==> src/rtl/ocg_pkg.sv <==
package ocg_pkg;
  typedef enum logic [1:0] {
    FLT_SC = 2'd0,
    FLT_OC = 2'd1,
    FLT_TH = 2'd2
  } flt_e;
  localparam int unsigned NUM_FLT = 3;
endpackage

==> src/rtl/ocg_latch.sv <==
module ocg_latch (
  input  logic clk_i,
  input  logic rst_ni,
  input  logic set_i,
  output logic q_o
);
  always_ff @(posedge clk_i or negedge rst_ni) begin
    if (!rst_ni)    q_o <= 1'b0;
    else if (set_i) q_o <= 1'b1;
  end
endmodule

==> src/rtl/ocg_integ.sv <==
module ocg_integ #(
  parameter int unsigned CEIL_MS    = 120,
  parameter int unsigned DECAY_STEP = 2,
  localparam int unsigned LVL_W     = $clog2(CEIL_MS + 1)
) (
  input  logic             clk_i,
  input  logic             rst_ni,
  input  logic             tick_i,
  input  logic             lo_i,
  input  logic             zc_i,
  output logic [LVL_W-1:0] lvl_o,
  output logic             full_o
);
  localparam logic [LVL_W-1:0] CEIL  = LVL_W'(CEIL_MS);
  localparam logic [LVL_W-1:0] DECAY = LVL_W'(DECAY_STEP);

  logic             qual;
  logic             hw_act_q;
  logic [LVL_W-1:0] lvl_q, lvl_d, inc, dec;

  assign qual = tick_i & lo_i;
  assign inc  = (lvl_q == CEIL) ? CEIL : lvl_q + 1'b1;
  assign dec  = (lvl_q > DECAY) ? lvl_q - DECAY : '0;

  always_comb begin
    lvl_d = lvl_q;
    if (qual)
      lvl_d = inc;
    else if (zc_i && !hw_act_q)
      lvl_d = dec;  // quiet half-wave closes: bleed off
  end

  always_ff @(posedge clk_i or negedge rst_ni) begin
    if (!rst_ni) begin
      lvl_q    <= '0;
      hw_act_q <= 1'b0;
    end else begin
      lvl_q <= lvl_d;
      if (zc_i)      hw_act_q <= 1'b0;
      else if (qual) hw_act_q <= 1'b1;
    end
  end

  assign lvl_o  = lvl_q;
  assign full_o = (lvl_q == CEIL);
endmodule

==> src/rtl/ocg_guard.sv <==
module ocg_guard
  import ocg_pkg::*;
#(
  parameter int unsigned CEIL_MS    = 120,
  parameter int unsigned DECAY_STEP = 2,
  localparam int unsigned LVL_W     = $clog2(CEIL_MS + 1)
) (
  input  logic clk_i,
  input  logic rst_ni,
  input  logic hi_cmp_i,
  input  logic lo_cmp_i,
  input  logic therm_i,
  input  logic zc_i,
  input  logic ms_tick_i,
  output logic fast_trip_o,
  output logic out_en_o,
  output logic sc_flt_o,
  output logic oc_flt_o,
  output logic th_flt_o
);
  logic [LVL_W-1:0]   lvl;
  logic               full;
  logic [NUM_FLT-1:0] set_vec, flt_q;

  ocg_integ #(
    .CEIL_MS   (CEIL_MS),
    .DECAY_STEP(DECAY_STEP)
  ) u_integ (
    .clk_i (clk_i),
    .rst_ni(rst_ni),
    .tick_i(ms_tick_i),
    .lo_i  (lo_cmp_i),
    .zc_i  (zc_i),
    .lvl_o (lvl),
    .full_o(full)
  );

  assign set_vec[FLT_SC] = hi_cmp_i;
  assign set_vec[FLT_OC] = zc_i & full;  // half-wave aligned cut
  assign set_vec[FLT_TH] = therm_i;

  for (genvar g = 0; g < NUM_FLT; g++) begin : g_flt
    ocg_latch u_latch (
      .clk_i (clk_i),
      .rst_ni(rst_ni),
      .set_i (set_vec[g]),
      .q_o   (flt_q[g])
    );
  end

  assign fast_trip_o = hi_cmp_i | flt_q[FLT_SC];
  assign out_en_o    = ~|flt_q;
  assign sc_flt_o    = flt_q[FLT_SC];
  assign oc_flt_o    = flt_q[FLT_OC];
  assign th_flt_o    = flt_q[FLT_TH];
endmodule

==> config.mk <==
export PLATFORM = sky130hd
export DESIGN_NAME = ocg_guard
export DESIGN_NICKNAME = d
export VERILOG_FILES = /design/src/rtl/ocg_pkg.sv /design/src/rtl/ocg_latch.sv /design/src/rtl/ocg_integ.sv /design/src/rtl/ocg_guard.sv
export SDC_FILE = /design/constraint.sdc
export NUM_CORES = 1
export LEC_CHECK = 0
export BUFFER_PORTS_ARGS = -buffer_cell sky130_fd_sc_hd__clkbuf_2
export CAP_MARGIN = 30
export CORE_ASPECT_RATIO = 0.75
export CORE_UTILIZATION = 30
export DETAILED_ROUTE_END_ITERATION = 7
export GPL_TIMING_DRIVEN = 0
export MAX_ROUTING_LAYER = met4
export PLACE_DENSITY = 0.47
export SYNTH_ARGS = -nofsm -noshare
export SYNTH_HDL_FRONTEND = slang
export SYNTH_HIERARCHICAL = 1
export SYNTH_SLANG_ARGS = --single-unit
==> constraint.sdc <==
create_clock -name clk_i -period 1.47 [get_ports clk_i]
set_input_delay 0 -clock clk_i [delete_from_list [all_inputs] [get_ports clk_i]]
set_output_delay 0 -clock clk_i [all_outputs]
set_load 0.1 [all_outputs]
==> flow_summary_export.csv, run 1 <==
group,metric,value,unit
grt,grtUsageTotal,18.6,%
clock_tree,cts_sinks,11,
grt,grt_max_degree,12,
final_layout,areaGrowthSynthToFinish,52.6,%
final_layout,nFillCells,217,
logic_synthesis,synth_cells,85,
final_layout,multi_input_area,561,sq um
power,p_leak,0.000452,uW
logic_synthesis,avgSynthCellArea,8.89,sq um
detailed_routing,dr.pass1.iters,4,
critical_path,rr_startpoint,"u_integ/lvl_o[2]",
clock_tree,cts_tree,"done",
detailed_routing,wire_per_inst,14.3,um
die,ios,12,
clock_tree,root_buffer,"clkbuf_4",
clock_tree,cts_buffers,3,
detailed_routing,vias_per_cell,5.10,
timing,fin_crit_sh,107,%
logic_synthesis,synth_edf_count,0,
logic_synthesis,async_flop_share,100,%
logic_synthesis,ys_warn_count,6,
final_layout,antennaDiodeCount,0,
power,powerDensity,1690,mW/mm^2
critical_path,rr_worst_depth,7,
logic_synthesis,syn_nets,97,
logic_synthesis,synth_top_family_by_area,"simple AND/OR/NAND/NOR gates",
logic_synthesis,muxShareOfSynthArea,0,%
logic_synthesis,synthAdderAreaFrac,8.28,%
logic_synthesis,synth_xor_area_share,2.32,%
min_path,hold_end,"u_integ/hw_act_q",
min_path,worstHoldPathCells,3,
grt,grt_overflow,0,
critical_path,cp-end-kind,"flop",
timing,setup_ws,-0.102,ns
final_layout,seqCellArea,282,sq um
min_path,min_from,"ms_tick_i",
logic_synthesis,synth_compound_area_share,21.2,%
clock_tree,clk_pin_slew,0.08,ns
placed_design,hpwlAfterDp,1340,um
clock_tree,clock_path_buffers,2,
placed_design,dp.cells,130,
timing,fmaxAchievable,636,MHz
logic_synthesis,synthSimpleGateAreaFrac,26.8,%
timing,worst_pin_slew,0.540,ns
timing,hold_viol_final,0,
min_path,hp-class,"in -> reg",
die,rows,15,
critical_path,startpoint_type,"flop",
timing,slew_headroom,64.2,%
final_layout,drive_gt1_share,49.1,%
die,die_area,0.00273,sq mm
die,die_height,45.5,um
placed_design,gp_congestion,0.836,
critical_path,worst_ep_required_time,1.66,ns
logic_synthesis,ys.flop_type,"dfrtp_1",
critical_path,cp.arrival,1.76,ns
grt,antenna_found_initial,0,
timing,timing.clock.skew,0.00947,ns
timing,slew_violations,0,
timing,rsz0062_at_grt,"yes",
power,total_power,1950,uW
detailed_routing,wl,2140,um
critical_path,regToRegSetupSlack,-0.10,ns
final_layout,most-common-layout-cells,"11 x clkbuf_2, 9 x buf_4, 6 x nor2_1, 6 x nand2_1, 6 x dfrtp_1",
detailed_routing,drt_iter0_drc,16,
logic_synthesis,ys_ff_latch,11,
die,coreArea,0.00235,sq mm
detailed_routing,drc,0,
logic_synthesis,synth_cell_type_count,30,
final_layout,fin_cells,150,
clock_tree,cts_max_level,1,
final_layout,nets,129,
placed_design,place.port_buffers,11,
run,timing.max_cap.violations,0,
final_layout,layout_commonest_cell,"clkbuf_2",
run_status,violations,"setup timing",
run_status,status,"complete, but fails checks",
power,peakVddDrop,0.000784,V
detailed_routing,final_antenna_net_count,0,
die,start_util,32.2,%
clock_tree,clkLatencyLatePin,0.28,ns
timing,min_period,1.57,ns
logic_synthesis,synth_area,756,sq um
grt,grt_pass1_vias,727,
logic_synthesis,ys_seq_area_share,36.4,%
timing,finalSetupViolCount,3,
critical_path,r2r-end,"u_integ/lvl_o[5]",
grt,grt_pass1_wl,3430,um
critical_path,criticalPathCategory,"reg -> reg",
die,dieWidth,60.0,um
detailed_routing,vias,765,
critical_path,crit_fanout,2,
[cells in the mapped netlist, types with 2 or more instances]
master | instances | area [sq um]
dfrtp_1 | 11 | 275
nand2_1 | 9 | 33.8
a21oi_1 | 6 | 30.0
nor2_1 | 6 | 22.5
ha_1 | 5 | 62.6
nor3_1 | 4 | 20.0
o21ai_0 | 4 | 20.0
or2_1 | 4 | 25.0
buf_2 | 3 | 15.0
inv_1 | 3 | 11.3
nor2b_1 | 3 | 18.8
o211ai_1 | 3 | 22.5
a32oi_1 | 2 | 17.5
nand3_1 | 2 | 10.0
nand4_1 | 2 | 12.5
o31ai_1 | 2 | 15.0
or4b_1 | 2 | 20.0
xnor2_1 | 2 | 17.5
[final cells by class]
cell class	count	share of cell area (%)
Multi-Input combinational cell	67	48.6
Sequential cell	11	24.4
Timing Repair Buffer	27	17.0
Tap cell	34	3.69
Buffer	4	2.82
Clock buffer	4	2.28
Inverter	3	1.19
[flip-flops by register name, summed over array words and instances, names as in the netlist]
signal             cells
g_flt.u_latch/q_o      3
u_integ/lvl_o          7
u_integ/hw_act_q       1
[metal layers]
| layer | share of wire (%) | vias up | global-route usage, % |
|---|---|---|---|
| met3 | 3.3 | 4 | 5.97 |
| met1 | 49 | 379 | 24.5 |
| met5 | 0 | - | - |
| met4 | 1.3 | 0 | 4.19 |
| li1 | - | 367 | - |
| met2 | 46 | 15 | 28.0 |
[worst max-delay path, cell delays in order (launching register included)]
cell      delay [ns]
dfrtp_1         0.39
buf_6           0.13
inv_4           0.04
ha_4            0.12
or3b_4          0.40
a211oi_4        0.17
a21oi_2         0.06
o221ai_2        0.18
[logic make-up (layout without fill, tap and decap cells)]
family	count (synthesis)	count (layout)
flops	11	11
fa+ha+maj	5	5
buf+inv	7	38
simple gates	37	37
compound gates	23	23
xor+xnor	2	2
[worst max-delay path by stage]
| stage | from | end | slack (ns) |
|---|---|---|---|
| final | u_integ/lvl_o[2] | u_integ/lvl_o[5] | -0.10 |
| after CTS | u_integ/lvl_o[2] | u_integ/lvl_o[5] | -0.14 |
| after global placement | u_integ/lvl_o[0] | u_integ/lvl_o[4] | -0.18 |
| after detailed placement | u_integ/lvl_o[0] | u_integ/lvl_o[2] | -0.16 |
| after floorplan | u_integ/lvl_o[2] | u_integ/lvl_o[5] | -0.03 |
| after global routing | u_integ/lvl_o[2] | u_integ/lvl_o[5] | -0.19 |
[metrics by stage]
step	setup TNS [ns]	setup slack [ns]	utilization (%)	cell area [sq um]	hold WS, ns
5_1_grt	-0.462	-0.190	49.2	1150	0.0294
3_3_place_gp	-0.843	-0.179	37.8	887	-0.0905
2_1_floorplan	-0.0419	-0.0310	-	790	-0.296
3_5_place_dp	-0.745	-0.159	37.8	887	-0.0882
4_1_cts	-0.329	-0.135	46.6	1090	0.0389
6_report	-0.123	-0.102	49.2	1150	0.0349
[repair_timing]
action | 4_1_cts | 5_1_grt
endpoints found under the hold margin | 14 | 0
gates resized for setup | 15 | 11
setup endpoints to repair | 8 | 7
hold buffers | 4 | 0
setup buffers | 11 | 1
pin swaps | 6 | 7
[where the power goes]
group	switching, uW	internal [uW]	leakage, uW
Sequential	124	406	0.000125
Clock	111	105	0.0000150
Combinational	614	591	0.000313
No activity file was read; power rests on OpenSTA's default activity.
==> run 2: changes to the inputs <==
CTS_CLUSTER_SIZE = 8   (was unset)
SETUP_SLACK_MARGIN = 0.02   (was unset)
==> run 2 against run 1 <==
Net effect:
- the run still ends with setup timing left
- design area rose by 2.0%
- non-clock buffer count grew 4
- first-iteration DRC count is 63% higher
- utilization grew 0.96 points
- critical endpoint unchanged
==> flow_summary_export.csv, run 2 (synthesized netlist as in run 1, its figures left out) <==
group,metric,value,unit
timing,fin_crit_sh,106,%
power,powerDensity,1710,mW/mm^2
placed_design,placed_area,887,sq um
critical_path,startpoint_type,"flop",
critical_path,rr_worst_depth,7,
final_layout,most-common-layout-cells,"11 x clkbuf_2, 11 x buf_4",
final_layout,areaGrowthSynthToFinish,55.6,%
final_layout,drive_gt1_share,50.0,%
critical_path,rr_startpoint,"u_integ/lvl_o[2]",
die,start_util,32.2,%
critical_path,cp_slowest_stage_delay,0.39,ns
final_layout,antennaDiodeCount,0,
grt,grt_max_degree,12,
critical_path,criticalPathCategory,"reg -> reg",
die,die_area,0.00273,sq mm
grt,grt_overflow,0,
timing,min_period,1.56,ns
run_status,violations,"setup timing",
detailed_routing,vias_per_cell,4.97,
final_layout,nets,133,
timing,slew_violations,0,
grt,grt_pass1_vias,726,
final_layout,largest_reg_flops,7,
timing,fmaxAchievable,641,MHz
placed_design,hpwlAfterDp,1340,um
detailed_routing,dr.pass1.iters,4,
detailed_routing,final_antenna_net_count,0,
timing,hold_viol_final,0,
detailed_routing,wire_per_inst,14.3,um
timing,timing.clock.skew,0.00807,ns
die,dieWidth,60.0,um
clock_tree,cts_max_level,1,
grt,antenna_found_initial,0,
run_status,status,"complete, but fails checks",
timing,setup_ws,-0.0900,ns
final_layout,design_area,0.00118,sq mm
grt,grtUsageTotal,18.6,%
min_path,worstHoldPathCells,3,
critical_path,cp.arrival,1.75,ns
clock_tree,cts_buffers,3,
min_path,hold_end,"u_integ/hw_act_q",
power,total_power,2010,uW
critical_path,path_buf_inv,2,
critical_path,critPathSlowestCell,"dfrtp_1",
critical_path,r2r-end,"u_integ/lvl_o[5]",
min_path,min_from,"ms_tick_i",
timing,slew_headroom,64.1,%
critical_path,worst_ep_required_time,1.66,ns
timing,rsz0062_at_grt,"yes",
run,timing.max_cap.violations,0,
clock_tree,cts_tree,"done",
placed_design,place.port_buffers,11,
detailed_routing,vias,766,
clock_tree,clk_pin_slew,0.08,ns
timing,finalSetupViolCount,3,
clock_tree,root_buffer,"clkbuf_4",
die,rows,15,
critical_path,cp-end-kind,"flop",
power,peakVddDrop,0.000784,V
min_path,hp-class,"in -> reg",
final_layout,nFillCells,223,
timing,worst_pin_slew,0.540,ns
critical_path,critPathTopFamily,"compound AO/OA/AOI/OAI gates",
detailed_routing,drt_iter0_drc,26,
critical_path,regToRegSetupSlack,-0.09,ns
grt,grt_pass1_wl,3410,um
power,p_leak,0.000474,uW
placed_design,gp_congestion,0.836,
die,ios,12,
clock_tree,clock_path_buffers,2,
clock_tree,cts_sinks,11,
die,coreArea,0.00235,sq mm
die,die_height,45.5,um
critical_path,path_cells,"buf_6, inv_4, ha_4, or3b_4, a211oi_2, a21oi_1, o221ai_2",
detailed_routing,wl,2200,um
critical_path,crit_fanout,2,
clock_tree,clkLatencyLatePin,0.28,ns
detailed_routing,drc,0,
-- run 2: changes by cell type in the layout (fill, tap and decap cells not counted) --
cell and change:
a21oi_1 +1, a211oi_2 +1, nor3_1 -1, buf_4 +2
a211oi_4 -1, buf_6 +1, a21oi_2 -1, o21ai_1 +1
nor3_2 +1, o21ai_0 -1, ha_1 +1, ha_2 -1
buf_2 +1
-- run 2: final cells by class --
cell class | instances | area, sq um | share of cell area, %
Timing Repair Buffer | 31 | 228 | 19.4
Sequential cell | 11 | 282 | 23.9
Multi-Input combinational cell | 67 | 552 | 46.9
Inverter | 3 | 13.8 | 1.17
Clock buffer | 4 | 26.3 | 2.23
Tap cell | 34 | 42.5 | 3.62
Buffer | 4 | 32.5 | 2.77
-- run 2: worst max-delay path by stage --
stage	from	endpoint	slack [ns]	depth (start not counted)
3_5_place_dp	u_integ/lvl_o[0]	u_integ/lvl_o[2]	-0.16	6
2_1_floorplan	u_integ/lvl_o[2]	u_integ/lvl_o[5]	-0.03	7
3_3_place_gp	u_integ/lvl_o[0]	u_integ/lvl_o[4]	-0.18	6
6_report	u_integ/lvl_o[2]	u_integ/lvl_o[5]	-0.09	7
4_1_cts	u_integ/lvl_o[2]	u_integ/lvl_o[5]	-0.13	7
5_1_grt	u_integ/lvl_o[2]	u_integ/lvl_o[5]	-0.18	7
-- run 2: per-stage QoR --
| stage | worst slack [ns] | hold slack (ns) | utilization (%) | TNS, ns | std cells |
|---|---|---|---|---|---|
| after CTS | -0.134 | 0.0389 | 47.7 | -0.134 | 149 |
| after floorplan | -0.0310 | -0.296 | - | -0.0419 | 85 |
| after global routing | -0.181 | 0.0353 | 50.1 | -0.490 | 154 |
| final | -0.0900 | 0.0383 | 50.1 | -0.119 | 154 |
| after global placement | -0.179 | -0.0905 | 37.8 | -0.843 | 130 |
| after detailed placement | -0.159 | -0.0882 | 37.8 | -0.745 | 130 |
-- run 2: where the power goes --
| part | switching [uW] | internal [uW] |
|---|---|---|
| Combinational | 628 | 642 |
| Clock | 110 | 105 |
| Sequential | 117 | 407 |
-- run 2: tightest hold or removal path, cell delays in order --
cell and delay (ns):
clkbuf_2 0.13, a21oi_1 0.08, nor2_1 0.08
-- run 2: layer usage --
layer | global-route usage, % | vias to the layer above | part of all wire, %
met3 | 5.97 | 2 | 3.7
li1 | - | 377 | -
met1 | 24.0 | 369 | 49
met2 | 28.7 | 18 | 46
met4 | 4.19 | 0 | 0.55
met5 | - | - | 0
-- run 2: timing repair --
action                     CTS  global route
gates cloned                 0             1
hold endpoints to repair    14             0
pin swaps                    6             6
gates resized for setup     21             5
setup buffers               11             4
setup endpoints to repair    8             7
hold buffers                 4             0
